--- config.mk ---
export PLATFORM = sky130hd
export DESIGN_NAME = btb_predictor
export DESIGN_NICKNAME = d
export VERILOG_FILES = /design/src/rtl/btb_pkg.sv /design/src/rtl/btb_meta_bank.sv /design/src/rtl/btb_target_ram.sv /design/src/rtl/btb_update_ctl.sv /design/src/rtl/btb_lookup_sel.sv /design/src/rtl/btb_predictor.sv
export SDC_FILE = /design/constraint.sdc
export NUM_CORES = 2
export LEC_CHECK = 0
export ABC_AREA = 1
export CAP_MARGIN = 5
export CELL_PAD_IN_SITES_DETAIL_PLACEMENT = 1
export CELL_PAD_IN_SITES_GLOBAL_PLACEMENT = 2
export CORE_MARGIN = 2
export CORE_UTILIZATION = 25
export CTS_CLUSTER_SIZE = 16
export DETAILED_ROUTE_END_ITERATION = 6
export DONT_BUFFER_PORTS = 1
export PLACE_DENSITY_LB_ADDON = 0.1
export SLEW_MARGIN = 25
export SYNTH_ARGS = -nofsm -noshare
export SYNTH_HDL_FRONTEND = slang
export SYNTH_HIERARCHICAL = 1
export SYNTH_SLANG_ARGS = --single-unit
--- constraint.sdc ---
create_clock -name clk -period 6 [get_ports clk]
set_clock_uncertainty 0.05 [all_clocks]
set_input_delay 0.6 -clock clk [delete_from_list [all_inputs] [get_ports clk]]
set_output_delay 0.6 -clock clk [all_outputs]
set_load 0.05 [all_outputs]
--- src/rtl/btb_pkg.sv ---
package btb_pkg;

  typedef logic [1:0] dir_ctr_t;

  localparam dir_ctr_t DIR_STRONG_NT = 2'b00;
  localparam dir_ctr_t DIR_WEAK_NT   = 2'b01;
  localparam dir_ctr_t DIR_WEAK_T    = 2'b10;
  localparam dir_ctr_t DIR_STRONG_T  = 2'b11;

  // Saturating step of the direction counter.
  function automatic dir_ctr_t dir_step(input dir_ctr_t cur, input logic went_taken);
    dir_ctr_t nxt;
    nxt = cur;
    if (went_taken) begin
      if (cur != DIR_STRONG_T) nxt = cur + 2'd1;
    end else begin
      if (cur != DIR_STRONG_NT) nxt = cur - 2'd1;
    end
    return nxt;
  endfunction

  function automatic logic dir_says_taken(input dir_ctr_t cur);
    return cur[1];
  endfunction

endpackage

--- src/rtl/btb_meta_bank.sv ---
// Valid bits, tags and direction counters. Lookup side reads synchronously
// (read-before-write at the edge); the update side reads asynchronously for
// its read-modify-write.
module btb_meta_bank
  import btb_pkg::*;
#(
  parameter int IDX_W = 4,
  parameter int TAG_W = 26
) (
  input  logic             clk,
  input  logic             rst,
  input  logic             lk_en,
  input  logic [IDX_W-1:0] lk_idx,
  output logic             lk_valid_q,
  output logic [TAG_W-1:0] lk_tag_q,
  output dir_ctr_t         lk_ctr_q,
  input  logic [IDX_W-1:0] up_idx,
  output logic             up_valid,
  output logic [TAG_W-1:0] up_tag,
  output dir_ctr_t         up_ctr,
  input  logic             wr_en,
  input  logic [TAG_W-1:0] wr_tag,
  input  dir_ctr_t         wr_ctr
);
  localparam int ROWS = 1 << IDX_W;

  logic             row_valid [ROWS];
  logic [TAG_W-1:0] row_tag   [ROWS];
  dir_ctr_t         row_ctr   [ROWS];

  for (genvar r = 0; r < ROWS; r++) begin : g_row
    logic hit_wr;
    assign hit_wr = wr_en && (up_idx == IDX_W'(r));
    always_ff @(posedge clk) begin
      if (rst) begin
        row_valid[r] <= 1'b0;
        row_tag[r]   <= '0;
        row_ctr[r]   <= DIR_STRONG_NT;
      end else if (hit_wr) begin
        row_valid[r] <= 1'b1;
        row_tag[r]   <= wr_tag;
        row_ctr[r]   <= wr_ctr;
      end
    end
  end

  always_ff @(posedge clk) begin
    if (rst) begin
      lk_valid_q <= 1'b0;
      lk_tag_q   <= '0;
      lk_ctr_q   <= DIR_STRONG_NT;
    end else if (lk_en) begin
      lk_valid_q <= row_valid[lk_idx];
      lk_tag_q   <= row_tag[lk_idx];
      lk_ctr_q   <= row_ctr[lk_idx];
    end
  end

  assign up_valid = row_valid[up_idx];
  assign up_tag   = row_tag[up_idx];
  assign up_ctr   = row_ctr[up_idx];

endmodule

--- src/rtl/btb_target_ram.sv ---
// Simple dual-port target store: one write port, one registered read port.
module btb_target_ram #(
  parameter int IDX_W = 4,
  parameter int PC_W  = 32
) (
  input  logic             clk,
  input  logic             we,
  input  logic [IDX_W-1:0] waddr,
  input  logic [PC_W-1:0]  wdata,
  input  logic             re,
  input  logic [IDX_W-1:0] raddr,
  output logic [PC_W-1:0]  rdata
);
  localparam int DEPTH = 1 << IDX_W;

  logic [PC_W-1:0] mem [DEPTH];

  always_ff @(posedge clk) begin
    if (we) mem[waddr] <= wdata;
  end

  always_ff @(posedge clk) begin
    if (re) rdata <= mem[raddr];
  end

endmodule

--- src/rtl/btb_update_ctl.sv ---
// Decides what an incoming resolved branch writes and whether fetch erred.
module btb_update_ctl
  import btb_pkg::*;
#(
  parameter int PC_W  = 32,
  parameter int TAG_W = 26
) (
  input  logic             upd_valid,
  input  logic [PC_W-1:0]  upd_pc,
  input  logic [PC_W-1:0]  upd_target,
  input  logic             upd_taken,
  input  logic [PC_W-1:0]  upd_pred_npc,
  input  logic [TAG_W-1:0] upd_tag,
  input  logic             ent_valid,
  input  logic [TAG_W-1:0] ent_tag,
  input  dir_ctr_t         ent_ctr,
  output logic             meta_we,
  output dir_ctr_t         meta_ctr,
  output logic             tgt_we,
  output logic             wrong_path,
  output logic [PC_W-1:0]  resolved_npc
);
  logic ent_hit;

  assign ent_hit = ent_valid && (ent_tag == upd_tag);

  always_comb begin
    meta_we  = 1'b0;
    meta_ctr = DIR_WEAK_T;
    tgt_we   = 1'b0;
    if (upd_valid) begin
      if (ent_hit) begin
        meta_we  = 1'b1;
        meta_ctr = dir_step(ent_ctr, upd_taken);
        tgt_we   = upd_taken;
      end else if (upd_taken) begin
        meta_we  = 1'b1;
        meta_ctr = DIR_WEAK_T;
        tgt_we   = 1'b1;
      end
    end
  end

  assign resolved_npc = upd_taken ? upd_target : (upd_pc + PC_W'(4));
  assign wrong_path   = upd_valid && (resolved_npc != upd_pred_npc);

endmodule

--- src/rtl/btb_lookup_sel.sv ---
// Turns the registered row read into the predicted next PC.
module btb_lookup_sel
  import btb_pkg::*;
#(
  parameter int PC_W  = 32,
  parameter int TAG_W = 26
) (
  input  logic [PC_W-1:0]  pc_q,
  input  logic [TAG_W-1:0] pc_tag_q,
  input  logic             row_valid,
  input  logic [TAG_W-1:0] row_tag,
  input  dir_ctr_t         row_ctr,
  input  logic [PC_W-1:0]  row_target,
  output logic             taken,
  output logic [PC_W-1:0]  npc
);
  logic row_hit;

  assign row_hit = row_valid && (row_tag == pc_tag_q);
  assign taken   = row_hit && dir_says_taken(row_ctr);
  assign npc     = taken ? row_target : (pc_q + PC_W'(4));

endmodule

--- src/rtl/btb_predictor.sv ---
module btb_predictor
  import btb_pkg::*;
#(
  parameter int PC_W  = 32,
  parameter int IDX_W = 4,
  parameter int OFS_W = 2
) (
  input  logic            clk,
  input  logic            rst,
  input  logic            fetch_valid,
  input  logic [PC_W-1:0] fetch_pc,
  output logic            pred_valid,
  output logic            pred_taken,
  output logic [PC_W-1:0] pred_npc,
  input  logic            upd_valid,
  input  logic [PC_W-1:0] upd_pc,
  input  logic [PC_W-1:0] upd_target,
  input  logic            upd_taken,
  input  logic [PC_W-1:0] upd_pred_npc,
  output logic            mispredict,
  output logic [PC_W-1:0] redirect_pc
);
  localparam int TAG_W = PC_W - IDX_W - OFS_W;

  logic [IDX_W-1:0] lk_idx, up_idx;
  logic [TAG_W-1:0] up_tag;
  logic [PC_W-1:0]  pc_q;
  logic             lk_vq;

  logic             rd_valid;
  logic [TAG_W-1:0] rd_tag;
  dir_ctr_t         rd_ctr;
  logic [PC_W-1:0]  rd_target;

  logic             ent_valid;
  logic [TAG_W-1:0] ent_tag;
  dir_ctr_t         ent_ctr;

  logic             meta_we, tgt_we, wrong_path;
  dir_ctr_t         meta_ctr;
  logic [PC_W-1:0]  resolved_npc;

  assign lk_idx = fetch_pc[OFS_W +: IDX_W];
  assign up_idx = upd_pc[OFS_W +: IDX_W];
  assign up_tag = upd_pc[PC_W-1 -: TAG_W];

  always_ff @(posedge clk) begin
    if (rst) begin
      lk_vq <= 1'b0;
      pc_q  <= '0;
    end else begin
      lk_vq <= fetch_valid;
      if (fetch_valid) pc_q <= fetch_pc;
    end
  end

  btb_meta_bank #(.IDX_W(IDX_W), .TAG_W(TAG_W)) u_meta (
    .clk        (clk),
    .rst        (rst),
    .lk_en      (fetch_valid),
    .lk_idx     (lk_idx),
    .lk_valid_q (rd_valid),
    .lk_tag_q   (rd_tag),
    .lk_ctr_q   (rd_ctr),
    .up_idx     (up_idx),
    .up_valid   (ent_valid),
    .up_tag     (ent_tag),
    .up_ctr     (ent_ctr),
    .wr_en      (meta_we),
    .wr_tag     (up_tag),
    .wr_ctr     (meta_ctr)
  );

  btb_target_ram #(.IDX_W(IDX_W), .PC_W(PC_W)) u_tgt (
    .clk   (clk),
    .we    (tgt_we),
    .waddr (up_idx),
    .wdata (upd_target),
    .re    (fetch_valid),
    .raddr (lk_idx),
    .rdata (rd_target)
  );

  btb_update_ctl #(.PC_W(PC_W), .TAG_W(TAG_W)) u_upd (
    .upd_valid    (upd_valid),
    .upd_pc       (upd_pc),
    .upd_target   (upd_target),
    .upd_taken    (upd_taken),
    .upd_pred_npc (upd_pred_npc),
    .upd_tag      (up_tag),
    .ent_valid    (ent_valid),
    .ent_tag      (ent_tag),
    .ent_ctr      (ent_ctr),
    .meta_we      (meta_we),
    .meta_ctr     (meta_ctr),
    .tgt_we       (tgt_we),
    .wrong_path   (wrong_path),
    .resolved_npc (resolved_npc)
  );

  btb_lookup_sel #(.PC_W(PC_W), .TAG_W(TAG_W)) u_sel (
    .pc_q       (pc_q),
    .pc_tag_q   (pc_q[PC_W-1 -: TAG_W]),
    .row_valid  (rd_valid),
    .row_tag    (rd_tag),
    .row_ctr    (rd_ctr),
    .row_target (rd_target),
    .taken      (pred_taken),
    .npc        (pred_npc)
  );

  assign pred_valid = lk_vq;

  always_ff @(posedge clk) begin
    if (rst) begin
      mispredict  <= 1'b0;
      redirect_pc <= '0;
    end else begin
      mispredict  <= wrong_path;
      if (upd_valid) redirect_pc <= resolved_npc;
    end
  end

endmodule

==> flow_summary.yaml <==
run_status:
  status: "complete, no violations"
clock_tree:
  hold_buffers: 68
  cts_tree: "done"
  clock-sinks: 1102
  cts.clk_slew.worst_paths_ns: 0.06
  cts_made_buffers: 144
  htreeDepth: 4
  post-cts-setup-buffers: 0
  cts_root_buffer: "clkbuf_16"
  clock_latency_ns: 0.80
  cts_resized: 0
  cts_buffer_depth: 3
critical_path:
  cp_num_buf_inv: 6
  crit_top_cell: "nand2_1"
  criticalPathCategory: "in2reg"
  r2r-start: "u_meta/row_tag[15][8]"
  critical-path-max-stage-delay_ns: 0.48
  crit_required_ns: 6.44
  slowest_stage: "nand2_1"
  reg2reg_depth: 17
  cp_top_family: "simple AND/OR/NAND/NOR gates"
  worstSetupStartpointType: "primary input"
  arrival_ns: 4.78
  reg2reg_slack_ns: 1.77
  cp-end-kind: "register"
  r2r-end: "u_meta/row_tag[4][21]"
  cp_cell_sequence: "nand2_1, inv_1, buf_4, nand2_1, nand4_1, inv_1, o22ai_1, nor2_1, nand2_1, nor4_1, nand4_1, o21ai_0, buf_4, nand2_1, inv_1, nand2_1, nand2_2, buf_12"
  path_max_fanout: 16
sta:
  tightest_slew_ns: 1.11
  drv_slew: 0
  hold_violations: 0
  worst_slack_ns: 1.66
  finalSetupViolations: 0
  grt_setup_unrepaired: "no"
  finalCriticalPeriod_ns: 4.34
  finalCritPeriodShare_pct: 72.3
  fmax_mhz: 231
  fin_setup_tns_ns: 0
  holdWs_ns: 0.0484
  relSlewSlack_pct: 26.2
die:
  rows: 172
  die_h_microns: 474
  pin_count: 200
  core_area_sq_um: 220000
  initial_core_util_pct: 25.1
  die_area_sq_um: 224000
  dieWidth_microns: 474
global_route:
  grt_pass1_vias: 44600
  grt_max_degree: 484
  grt_overflow: 0
  grt_pass1_wl_microns: 348000
  grt_antenna_before_repair: 23
  track_usage_pct: 21.9
logic_synthesis:
  synth_area_sq_um: 55200
  syn_inst: 6368
  ys_warn_count: 6
  syn_avg_cell_area_sq_um: 8.66
  synth_nets: 6503
worst_hold_path:
  hp-class: "in2reg"
  min_to: "mispredict"
  whs_path_depth: 4
  hp-start: "upd_valid"
route:
  wl_microns: 250000
  routedWlPerCell_microns: 26.8
  dr_total_vias: 44400
  ant_nets: 0
  drtPass1Iterations: 5
  routed_via_density: 4.77
  drc: 0
  initialDrtViolationCount: 3217
cells_and_area:
  layout.nets: 6458
  areaGrowthSynthToFinish_pct: 15.3
  fin_area_sq_um: 63600
  layout-drive-gt1-share_pct: 6.92
  stdcell_count: 9317
  fillers: 25400
run:
  cap_violations: 0
power_and_ir_drop:
  power.leakage_nw: 26.4
  p_per_area_nw_per_um2: 305
  peakVddDrop_v: 0.000306
place:
  place_ws_ns: 0.826
  numPortBuffers: 0
  post-dp-hpwl_microns: 155000
  gp_congestion: 0.801
  postPlaceCellArea_sq_um: 58200
  placed_cells: 8977
==> area by class of cell <==
| type | instances | area (sq um) | area share, % |
|---|---|---|---|
| inverter | 720 | 2730 | 4.29 |
| multi-input combinational | 4181 | 18700 | 29.5 |
| tap | 2871 | 3590 | 5.65 |
| sequential | 1102 | 32100 | 50.5 |
| antenna | 12 | 30.0 | 0.0472 |
| clock buffer | 191 | 3940 | 6.19 |
| clock inverter | 66 | 603 | 0.948 |
| timing repair buffer | 174 | 1830 | 2.87 |
==> state kept, by name, indices dropped and copies added (netlist names) <==
name and flops:
mispredict 1, pred_valid 1, u_meta/row_valid 16, pc_q 32, u_meta/lk_valid_q 1, redirect_pc 32, u_meta/lk_ctr_q 1, u_tgt/mem 512
u_meta/row_tag 416, u_meta/lk_tag_q 26, u_meta/row_ctr 32, u_tgt/rdata 32
==> per-layer routing <==
metal | share of wire (%) | vias up | GRT usage [%] | routed length [microns]
met5 | 0.0052 | - | 0 | 13
met4 | 1.8 | 2 | 4.41 | 4550
met3 | 4.3 | 230 | 3.06 | 10700
met2 | 47 | 903 | 36.5 | 118000
met1 | 47 | 22600 | 30.1 | 116000
li1 | - | 20700 | - | -
==> tightest hold or removal path: stages <==
cell and delay [ns]:
nand2_1 0.04, inv_1 0.08, inv_1 0.07, nor2_1 0.03
==> layout by cell type (no fill, tap or decap), types with 32 or more instances in the layout <==
cell type / instances
edfxtp_1: 1007
clkbuf_1: 37
dlygate4sd3_1: 65
nand3_1: 817
dfxtp_1: 95
clkbuf_16: 149
inv_1: 685
nor2_4: 32
a22oi_1: 232
buf_4: 84
nor2_1: 785
nand2_1: 2088
nand4_1: 37
==> stage by stage <==
step	util, %	total power [mW]
2_1_floorplan	-	10.2
4_1_cts	28.9	19.6
3_5_place_dp	26.5	10.9
3_3_place_gp	26.5	10.9
5_1_grt	29.0	20.1
6_report	29.0	19.4
==> report_power, final <==
| part | switching [mW] | total [mW] | internal, mW | leakage, nW |
|---|---|---|---|---|
| logic | 1.43 | 1.94 | 0.514 | 14.0 |
| clock network | 3.56 | 8.52 | 4.96 | 2.19 |
| registers | 0.251 | 8.92 | 8.67 | 10.1 |
==> how the worst max path moves through the flow <==
stage	startpoint	slack, ns	to	cells after the start
floorplan	upd_pc[4]	0.46	u_meta/row_ctr[10][0]	14
global placement	upd_pc[5]	0.82	u_meta/row_tag[4][23]	18
detailed placement	upd_pc[3]	0.83	u_meta/row_tag[4][14]	20
CTS	pc_q[18]	1.60	pred_npc[12]	8
global route	pc_q[13]	1.37	pred_npc[12]	10
finish	upd_pc[5]	1.66	u_meta/row_tag[4][21]	18
(Power assumes the default switching activity.)
